$ cat config.mk
export PLATFORM = sky130hd
export DESIGN_NAME = flash_probe
export DESIGN_NICKNAME = d
export VERILOG_FILES = /design/src/rtl/flash_probe_pkg.sv /design/src/rtl/flash_probe_id_lut.sv /design/src/rtl/flash_probe_legacy_lut.sv /design/src/rtl/flash_probe_seq.sv /design/src/rtl/flash_probe.sv
export SDC_FILE = /design/constraint.sdc
export NUM_CORES = 1
export LEC_CHECK = 0
export ABC_AREA = 1
export BUFFER_PORTS_ARGS = -buffer_cell sky130_fd_sc_hd__buf_4
export CAP_MARGIN = 20
export CORE_UTILIZATION = 30
export CTS_BUF_LIST = sky130_fd_sc_hd__clkbuf_4 sky130_fd_sc_hd__clkbuf_8
export CTS_CLUSTER_SIZE = 25
export DETAILED_ROUTE_END_ITERATION = 10
export PLACE_DENSITY = 0.55
export RECOVER_POWER = 100
export SYNTH_ARGS = -nofsm -noshare
export SYNTH_HDL_FRONTEND = slang
export SYNTH_HIERARCHICAL = 1
export SYNTH_SLANG_ARGS = --single-unit
$ cat constraint.sdc
create_clock -name clk -period 4.15 [get_ports clk]
set_input_delay 0.83 -clock clk [delete_from_list [all_inputs] [get_ports clk]]
set_output_delay 0.83 -clock clk [all_outputs]
set_load 0.05 [all_outputs]
$ cat src/rtl/flash_probe_pkg.sv
package flash_probe_pkg;

  localparam int PAGES_W = 14;
  localparam int BYTES_W = 11;
  localparam int SHIFT_W = 4;

  typedef struct packed {
    logic [PAGES_W-1:0] pages;
    logic [BYTES_W-1:0] bytes;
    logic [SHIFT_W-1:0] shift;
  } geom_t;

  typedef enum logic [1:0] {
    FAIL_NONE    = 2'd0,
    FAIL_ABSENT  = 2'd1,
    FAIL_UNKNOWN = 2'd2,
    FAIL_UNSUPP  = 2'd3
  } fail_e;

  function automatic geom_t mk_geom(input int unsigned pg, input int unsigned by,
                                    input int unsigned sh);
    geom_t g;
    g.pages = PAGES_W'(pg);
    g.bytes = BYTES_W'(by);
    g.shift = SHIFT_W'(sh);
    return g;
  endfunction

endpackage

$ cat src/rtl/flash_probe_id_lut.sv
module flash_probe_id_lut
  import flash_probe_pkg::*;
(
  input  logic [15:0] dev_id,
  output logic        hit,
  output logic        dual_size,
  output geom_t       geom_ext,
  output geom_t       geom_bin
);

  always_comb begin
    hit       = 1'b1;
    dual_size = 1'b1;
    geom_ext  = '0;
    unique case (dev_id)
      16'h2200: geom_ext = mk_geom(512,  264,  9);
      16'h2300: geom_ext = mk_geom(1024, 264,  9);
      16'h2400: geom_ext = mk_geom(2048, 264,  9);
      16'h2500: geom_ext = mk_geom(4096, 264,  9);
      16'h2600: geom_ext = mk_geom(4096, 528,  10);
      16'h2700: begin
        geom_ext  = mk_geom(8192, 528, 10);
        dual_size = 1'b0;
      end
      16'h2701: geom_ext = mk_geom(8192, 528,  10);
      16'h2800: geom_ext = mk_geom(8192, 1056, 11);
      default: begin
        hit       = 1'b0;
        dual_size = 1'b0;
      end
    endcase
  end

  // Binary variant: one shift step smaller, bytes equal to 2^shift.
  always_comb begin
    geom_bin       = geom_ext;
    geom_bin.shift = geom_ext.shift - SHIFT_W'(1);
    geom_bin.bytes = BYTES_W'(1) << geom_bin.shift;
  end

endmodule

$ cat src/rtl/flash_probe_legacy_lut.sv
module flash_probe_legacy_lut
  import flash_probe_pkg::*;
(
  input  logic [3:0] code,
  output logic       valid,
  output geom_t      geom
);

  always_comb begin
    valid = 1'b1;
    geom  = '0;
    unique case (code)
      4'd3:  geom = mk_geom(512,  264,  9);
      4'd5:  geom = mk_geom(1024, 264,  9);
      4'd7:  geom = mk_geom(2048, 264,  9);
      4'd9:  geom = mk_geom(4096, 264,  9);
      4'd11: geom = mk_geom(4096, 528,  10);
      4'd13: geom = mk_geom(8192, 528,  10);
      4'd14,
      4'd15: geom = mk_geom(8192, 1056, 11);
      default: valid = 1'b0;
    endcase
  end

endmodule

$ cat src/rtl/flash_probe_seq.sv
module flash_probe_seq
  import flash_probe_pkg::*;
#(
  parameter logic [7:0] OP_IDENT  = 8'h9F,
  parameter logic [7:0] OP_STATUS = 8'hD7,
  parameter logic [7:0] VENDOR    = 8'h1F
) (
  input  logic        clk,
  input  logic        rst_n,
  output logic        xfer_req,
  output logic [7:0]  xfer_tx,
  output logic        xfer_last,
  input  logic        xfer_ack,
  input  logic [7:0]  xfer_rx,
  output logic [15:0] dev_id,
  output logic [7:0]  status,
  input  logic        id_hit,
  input  logic        id_dual,
  input  geom_t       id_geom_ext,
  input  geom_t       id_geom_bin,
  input  logic        leg_valid,
  input  geom_t       leg_geom,
  output logic        done,
  output logic        nodev,
  output logic [1:0]  fail_code,
  output geom_t       geom,
  output logic        otp
);

  typedef enum logic [3:0] {
    S_START, S_ID_OP, S_ID_MF, S_ID_HI, S_ID_LO, S_ID_EVAL,
    S_ST_OP, S_ST_RD, S_ST_EVAL, S_HALT
  } state_e;

  state_e      state_q, state_d;
  logic [7:0]  mfr_q, mfr_d;
  logic [15:0] dev_q, dev_d;
  logic [7:0]  stat_q, stat_d;
  logic        legacy_q, legacy_d;
  geom_t       geom_q, geom_d;
  logic        otp_q, otp_d;
  fail_e       fail_q, fail_d;
  logic        done_q, done_d;
  logic        nodev_q, nodev_d;

  // Transfer port driven from state
  always_comb begin
    xfer_req  = 1'b0;
    xfer_tx   = 8'h00;
    xfer_last = 1'b0;
    unique case (state_q)
      S_ID_OP: begin xfer_req = 1'b1; xfer_tx = OP_IDENT;  end
      S_ST_OP: begin xfer_req = 1'b1; xfer_tx = OP_STATUS; end
      S_ID_MF, S_ID_HI: xfer_req = 1'b1;
      S_ID_LO, S_ST_RD: begin xfer_req = 1'b1; xfer_last = 1'b1; end
      default: ;
    endcase
  end

  // Next-state logic
  always_comb begin
    state_d  = state_q;
    mfr_d    = mfr_q;
    dev_d    = dev_q;
    stat_d   = stat_q;
    legacy_d = legacy_q;
    geom_d   = geom_q;
    otp_d    = otp_q;
    fail_d   = fail_q;
    done_d   = 1'b0;
    nodev_d  = 1'b0;
    unique case (state_q)
      S_START: state_d = S_ID_OP;
      S_ID_OP: if (xfer_ack) state_d = S_ID_MF;
      S_ID_MF: if (xfer_ack) begin
        mfr_d   = xfer_rx;
        state_d = S_ID_HI;
      end
      S_ID_HI: if (xfer_ack) begin
        dev_d[15:8] = xfer_rx;
        state_d     = S_ID_LO;
      end
      S_ID_LO: if (xfer_ack) begin
        dev_d[7:0] = xfer_rx;
        state_d    = S_ID_EVAL;
      end
      S_ID_EVAL: begin
        if (mfr_q != VENDOR) begin
          legacy_d = 1'b1;
          state_d  = S_ST_OP;
        end else if (!id_hit) begin
          fail_d  = FAIL_UNKNOWN;
          nodev_d = 1'b1;
          state_d = S_HALT;
        end else if (id_dual) begin
          state_d = S_ST_OP;
        end else begin
          geom_d  = id_geom_ext;
          otp_d   = 1'b1;
          done_d  = 1'b1;
          state_d = S_HALT;
        end
      end
      S_ST_OP: if (xfer_ack) state_d = S_ST_RD;
      S_ST_RD: if (xfer_ack) begin
        stat_d  = xfer_rx;
        state_d = S_ST_EVAL;
      end
      S_ST_EVAL: begin
        state_d = S_HALT;
        if (legacy_q) begin
          if (stat_q == 8'h00 || stat_q == 8'hFF) begin
            fail_d  = FAIL_ABSENT;
            nodev_d = 1'b1;
          end else if (leg_valid) begin
            geom_d = leg_geom;
            otp_d  = 1'b0;
            done_d = 1'b1;
          end else begin
            fail_d  = FAIL_UNSUPP;
            nodev_d = 1'b1;
          end
        end else begin
          geom_d = stat_q[0] ? id_geom_bin : id_geom_ext;
          otp_d  = 1'b1;
          done_d = 1'b1;
        end
      end
      default: ;
    endcase
  end

  // Registers
  always_ff @(posedge clk or negedge rst_n) begin
    if (!rst_n) begin
      state_q  <= S_START;
      mfr_q    <= '0;
      dev_q    <= '0;
      stat_q   <= '0;
      legacy_q <= 1'b0;
      geom_q   <= '0;
      otp_q    <= 1'b0;
      fail_q   <= FAIL_NONE;
      done_q   <= 1'b0;
      nodev_q  <= 1'b0;
    end else begin
      state_q  <= state_d;
      mfr_q    <= mfr_d;
      dev_q    <= dev_d;
      stat_q   <= stat_d;
      legacy_q <= legacy_d;
      geom_q   <= geom_d;
      otp_q    <= otp_d;
      fail_q   <= fail_d;
      done_q   <= done_d;
      nodev_q  <= nodev_d;
    end
  end

  assign dev_id    = dev_q;
  assign status    = stat_q;
  assign done      = done_q;
  assign nodev     = nodev_q;
  assign fail_code = fail_q;
  assign geom      = geom_q;
  assign otp       = otp_q;

  // the two end strobes never coincide
  a_r9_exclusive: assert property (@(posedge clk) disable iff (!rst_n)
    !(done_q && nodev_q));

  // an end strobe lasts one cycle
  a_r9_one_pulse: assert property (@(posedge clk) disable iff (!rst_n)
    (done_q || nodev_q) |=> !(done_q || nodev_q));

  // results stay frozen after the probe ends
  a_r9_hold: assert property (@(posedge clk) disable iff (!rst_n)
    (state_q == S_HALT) |=> ($stable(geom_q) && $stable(otp_q) && $stable(fail_q)));

  // a legacy result never claims OTP support
  a_r2_legacy_no_otp: assert property (@(posedge clk) disable iff (!rst_n)
    (done_q && legacy_q) |-> !otp_q);

  // unknown-ID failure only arises off the legacy path
  a_r8_unknown_not_legacy: assert property (@(posedge clk) disable iff (!rst_n)
    (nodev_q && fail_q == FAIL_UNKNOWN) |-> !legacy_q);

  // strobes only fire once the sequence has finished
  a_r10_strobe_state: assert property (@(posedge clk) disable iff (!rst_n)
    (done_q || nodev_q) |-> (state_q == S_HALT));

endmodule

$ cat src/rtl/flash_probe.sv
module flash_probe
  import flash_probe_pkg::*;
#(
  parameter logic [7:0] OP_IDENT  = 8'h9F,
  parameter logic [7:0] OP_STATUS = 8'hD7,
  parameter logic [7:0] VENDOR    = 8'h1F,
  parameter int         SYNC_LEN  = 2
) (
  input  logic               clk,
  input  logic               rst_n,
  output logic               xfer_req,
  output logic [7:0]         xfer_tx,
  output logic               xfer_last,
  input  logic               xfer_ack,
  input  logic [7:0]         xfer_rx,
  output logic               probe_done,
  output logic               probe_nodev,
  output logic [1:0]         fail_code,
  output logic [PAGES_W-1:0] page_count,
  output logic [BYTES_W-1:0] page_bytes,
  output logic [SHIFT_W-1:0] page_shift,
  output logic               otp_cap
);

  logic [SYNC_LEN-1:0] rst_sync_q;
  logic                rst_s_n;

  always_ff @(posedge clk or negedge rst_n) begin
    if (!rst_n) rst_sync_q <= '0;
    else        rst_sync_q <= {rst_sync_q[SYNC_LEN-2:0], 1'b1};
  end
  assign rst_s_n = rst_sync_q[SYNC_LEN-1];

  logic [15:0] dev_id;
  logic [7:0]  status;
  logic        id_hit, id_dual, leg_valid;
  geom_t       id_geom_ext, id_geom_bin, leg_geom, geom;

  flash_probe_id_lut u_id_lut (
    .dev_id    (dev_id),
    .hit       (id_hit),
    .dual_size (id_dual),
    .geom_ext  (id_geom_ext),
    .geom_bin  (id_geom_bin)
  );

  flash_probe_legacy_lut u_leg_lut (
    .code  (status[5:2]),
    .valid (leg_valid),
    .geom  (leg_geom)
  );

  flash_probe_seq #(
    .OP_IDENT  (OP_IDENT),
    .OP_STATUS (OP_STATUS),
    .VENDOR    (VENDOR)
  ) u_seq (
    .clk         (clk),
    .rst_n       (rst_s_n),
    .xfer_req    (xfer_req),
    .xfer_tx     (xfer_tx),
    .xfer_last   (xfer_last),
    .xfer_ack    (xfer_ack),
    .xfer_rx     (xfer_rx),
    .dev_id      (dev_id),
    .status      (status),
    .id_hit      (id_hit),
    .id_dual     (id_dual),
    .id_geom_ext (id_geom_ext),
    .id_geom_bin (id_geom_bin),
    .leg_valid   (leg_valid),
    .leg_geom    (leg_geom),
    .done        (probe_done),
    .nodev       (probe_nodev),
    .fail_code   (fail_code),
    .geom        (geom),
    .otp         (otp_cap)
  );

  assign page_count = geom.pages;
  assign page_bytes = geom.bytes;
  assign page_shift = geom.shift;

  // nothing is requested before the synchronised reset lifts
  a_r10_no_req_in_reset: assert property (@(posedge clk) disable iff (!rst_n)
    !rst_s_n |-> !xfer_req);

endmodule

* Yosys cells after proc, flatten, opt, wreduce, memory -nomap -nowiden
Index checks and enable logic that the tools add are counted.
** Storage, ports and cells
- Output and inout port bits :: 44
- Word-level logic and storage cells :: 128
- Register bits after elaboration :: 73
- Input bits :: 11
** Operators by class
- Multiplexer cells :: 52
- Shift operators :: 1
- Add/sub/neg operators :: 1
- Reductions and logical operators :: 20
- Eq/ne operators :: 40
** Operators with widths (number)
- $pmux 29 s7 :: 2
- $mux 29 :: 6
- $eq 16x14->1 const B :: 8
- $pmux 29 s2 :: 1
- $mux 4 :: 9
- $pmux 4 s9 :: 1
- $eq 4x3->1 const B :: 6
- $eq 4x4->1 const B :: 6
- $mux 1 :: 22
- $ne 2x2->1 const B :: 9
- $pmux 8 s2 :: 1
- $reduce_or 8->1 :: 2
- $mux 15 :: 1
- $eq 4x2->1 const B :: 3
- $shl 1x4->11 const A :: 1
- $mux 2 :: 5
- $reduce_and 2->1 :: 5
- $reduce_bool 9->1 :: 1
- $eq 8x8->1 const B :: 1
- $logic_not 8->1 :: 1
- $ne 8x5->1 const B :: 1
- $reduce_and 7->1 :: 1
- $reduce_or 7->1 :: 1
- $ne 3x3->1 const B :: 2
- other kinds (13) :: 18

* Longest topological paths before layout
- Depth after elaboration :: 8
- Gate-level depth with buffers :: 20
- Depth with buffers taken out :: 20

* Modules after synthesis
The synthesis kept the hierarchy.
** By module, submodules not included
- flash_probe_seq :: cells each 595, times used 1, seq. area each 1776.7 µm², area an instance 4132.7 µm²
- flash_probe_id_lut :: cells each 133, times used 1, seq. area each 0.0 µm², area an instance 873.3 µm²
- flash_probe_legacy_lut :: cells each 49, times used 1, seq. area each 0.0 µm², area an instance 277.8 µm²
- flash_probe :: cells each 3, times used 1, seq. area each 50.0 µm², area an instance 53.8 µm²

* Worst setup path before layout
No wires, ideal clock.
- Kind :: register to output
- Start :: register u_seq.state_q[1]
- End :: output port xfer_tx[1]
- Path buffers :: 1
- Stages on the path, launching flop included :: 5
- Setup slack :: 0.991 ns
- Required time :: 3.320 ns
- Arrival :: 2.329 ns
- Cells stage by stage :: dfrtp_1 inv_2 nand2_1 o21ai_0 buf_4
** Between the ends
- Word-level cells in the longest chain between the ends :: 2
- Elaborated cells between the ends (all ways) :: 3
- Those cells by class :: 2 x eq/ne; 1 x mux
** Ends and longest elaborated chain
- from (decl) :: line flash_probe_seq.sv:35 : state_e state_q, state_d;
- from (signal assigned) :: line flash_probe_seq.sv:147 : state_q <= state_d;
- $eq 4x3->1 or $eq 4x1->1 (tied branches) :: line flash_probe_seq.sv:51 : unique case (state_q)
- $pmux 8 s2 (*) :: line flash_probe_seq.sv:51
- to (decl) :: line flash_probe.sv:12 : output logic [7:0] xfer_tx,
Every way passes the cells marked *; elsewhere a longest branch is shown, timed or not.

==> results.cfg <==
[global_routing]
grt_start_max_net_pins = 40
grt_pass1_wl_mm = 20.7
grt.met3_usage = 0.0329
global_route.usage.met1 = 0.208
overflow = 0
antenna_found_initial = 0
grt_pass1_vias = 4003
grt.busiest_layer = met2
grt_usage = 0.144
use_met2 = 0.212

[routing]
ant_nets = 0
wire_per_inst_um = 12.2
drtIter0Drc = 323
via_per_inst = 4.36
drc = 0
first_pass_iters = 5
vias = 4474
wl_mm = 12.5

[clock_tree]
clock_latency_ns = 0.37
ctsResizeCount = 0
cts_root_buf = clkbuf_8
cts_tree = built
clockBufferDepth = 2
holdBufCountCts = 0
postCtsSetupBuffers = 0
path_clk_slew_ns = 0.08
ctsHtreeMaxLevel = 3
clkSinkCount = 73
numCtsBuffers = 9

[timing]
skew_ns = 0.0122
fin_crit_sh = 0.776
layout_setup_ws_ns = 0.930
tns_ns = 0
fmax_mhz = 311
max_slew.worst_pin.slew_ns = 1.34
maxSlewHeadroom = 0.109
period_needed_ns = 3.22
maxSlewViolCount = 0
setup_viol = 0
hold_viol = 0
rsz0062_at_grt = no

[die]
row_count = 48
ios = 55
die_area_mm2 = 0.0183
die_h_um = 135
dieWidth_um = 135
initial_core_util = 0.308
coreArea_mm2 = 0.0174

[yosys]
synth-edff-count = 0
synth-seq-area-share = 0.342
synth_top_flop_cell = dfrtp_1
syn_inst = 780
synth_cell_types = 28
syn_avg_cell_area_um2 = 6.84
ys_seq_elements = 73
synthArstFlopShare = 1.00
ys_warn_count = 6
synth_area_mm2 = 0.00534

[worst_setup_path]
worstSetupStartpointType = register
path_class = reg -> reg
critical_path.cell_chain = nor2_1 > nand2_2 > nor2_1 > nand2_2 > nand2_4 > nor2_1 > nand2_1 > inv_1 > ha_1 > inv_1 > nand3_1 > nand2_4 > nor2_2 > nand2_1 > nand2_1 > nand3_1 > nand3_1 > nand3_1 > nand2_1
critPathTopFamily = simple AND/OR/NAND/NOR gates
worstPathRequired_ns = 4.40
worstSetupEndpointType = register
path_buf_inv = 2
arrival_ns = 3.47
path_max_fanout = 9
critPathMaxStageDelay_ns = 0.52
crit_slowest_cell = nor2_1

[layout]
antennaDiodeCount = 0
area_growth_syn_to_layout_pct = 3.19
final_cell_mix = nand2_1, nand3_1, dfrtp_1
final_common_cell = nand2_1
fin_nets = 811
drive_gt1_frac = 0.0875

[placed_design]
dpl_worst_slack_ns = 1.52
globalplace.congestion = 0.808
dp_hpwl_mm = 8.69
numPortBuffers = 53

[hold_path]
hold_class = in -> async

[pwr]
power_leakage_nw = 2.93
vdd_ir_drop_max_uv = 123
power_density_mw_per_mm2 = 233
total_power_w = 0.00128

[outcome]
status = complete, no violations

[run]
drv_cap = 0
## registers in the layout (all words and copies together) (netlist names)
signal and flops:
rst_sync_q 2, u_seq/dev_id 16, u_seq/done 1, u_seq/fail_code 2, u_seq/geom 29, u_seq/legacy_q 1
u_seq/mfr_q 8, u_seq/nodev 1, u_seq/otp 1, u_seq/state_q 4, u_seq/status 8
## worst reg2reg max path: cells and delay by family (launching register included)
| family | cells | cell delay [ns] |
|---|---|---|
| buffers and inverters | 2 | 0.26 |
| DFF | 1 | 0.40 |
| adders and majority gates | 1 | 0.29 |
| and+or+nand+nor | 16 | 2.18 |
## where the power goes
group | internal, W | leakage [nW] | switching, W | total, W
Clock | 0.000246 | 0.0911 | 0.000275 | 0.000522
Combinational | 0.0000139 | 1.85 | 0.0000311 | 0.0000450
Sequential | 0.000712 | 0.990 | 0.00000620 | 0.000718
## cell type report
type                    count  area, um2
flip-flops and latches     73       1830
clock inverters             5       30.0
fillers                  2022      11800
multi-input cells         596       2730
inverters                  54        203
clock buffers              11        151
repair buffers             61        290
well taps                 225        282
## Yosys cell counts (7+ instances only)
| cell | n | area share |
|---|---|---|
| inv_1 | 48 | 0.034 |
| o21ai_0 | 38 | 0.036 |
| nor2_2 | 17 | 0.020 |
| buf_2 | 18 | 0.017 |
| nand2_4 | 9 | 0.019 |
| nand2_1 | 256 | 0.18 |
| buf_4 | 61 | 0.086 |
| dfrtp_1 | 73 | 0.34 |
| nand3_1 | 153 | 0.14 |
| buf_6 | 7 | 0.015 |
| nand2_2 | 8 | 0.0094 |
| nor2_1 | 43 | 0.030 |
## metal layers
layer  vias to the layer above  routed length, um
met5                         -                  0
met4                         0                 45
met3                         2                524
met2                        89               5200
met1                      1967               6700
li1                       2416                  -
## metrics by stage
stage | cells | util | area [um2] | hold WS [ns]
floorplan | 818 | - | 5480 | 0.331
global placement | 1009 | 0.320 | 5560 | 0.334
detailed placement | 1009 | 0.320 | 5560 | 0.336
CTS | 1025 | 0.331 | 5740 | 0.205
global route | 1025 | 0.317 | 5510 | 0.213
finish | 1025 | 0.317 | 5510 | 0.231
## kinds of logic after synthesis
logic type | after synthesis | synth area share
fa+ha+maj | 5 | 0.0117
other cells | 4 | 0.00281
buf+inv | 149 | 0.162
compound gates | 43 | 0.0420
flops | 73 | 0.342
simple gates | 506 | 0.440
## worst paths after layout
path,start,to,slack (ns),depth (start not counted)
worst max-delay path,u_seq/dev_id[1]$_DFFE_PN0P_,u_seq/geom[14]$_DFFE_PN0P_,0.93,19
worst min-delay path,rst_n,rst_sync_q[0]$_DFF_PN0_,0.23,1
worst max register to register,u_seq/dev_id[1]$_DFFE_PN0P_,u_seq/geom[14]$_DFFE_PN0P_,0.93,19
worst min register to register,rst_sync_q[0]$_DFF_PN0_,rst_sync_q[1]$_DFF_PN0_,0.35,0
max in group asynchronous,rst_sync_q[1]$_DFF_PN0_,u_seq/geom[28]$_DFFE_PN0P_,1.95,1
min in group clk,rst_sync_q[0]$_DFF_PN0_,rst_sync_q[1]$_DFF_PN0_,0.35,0
Note: power is estimated with default switching activity, not from simulation.
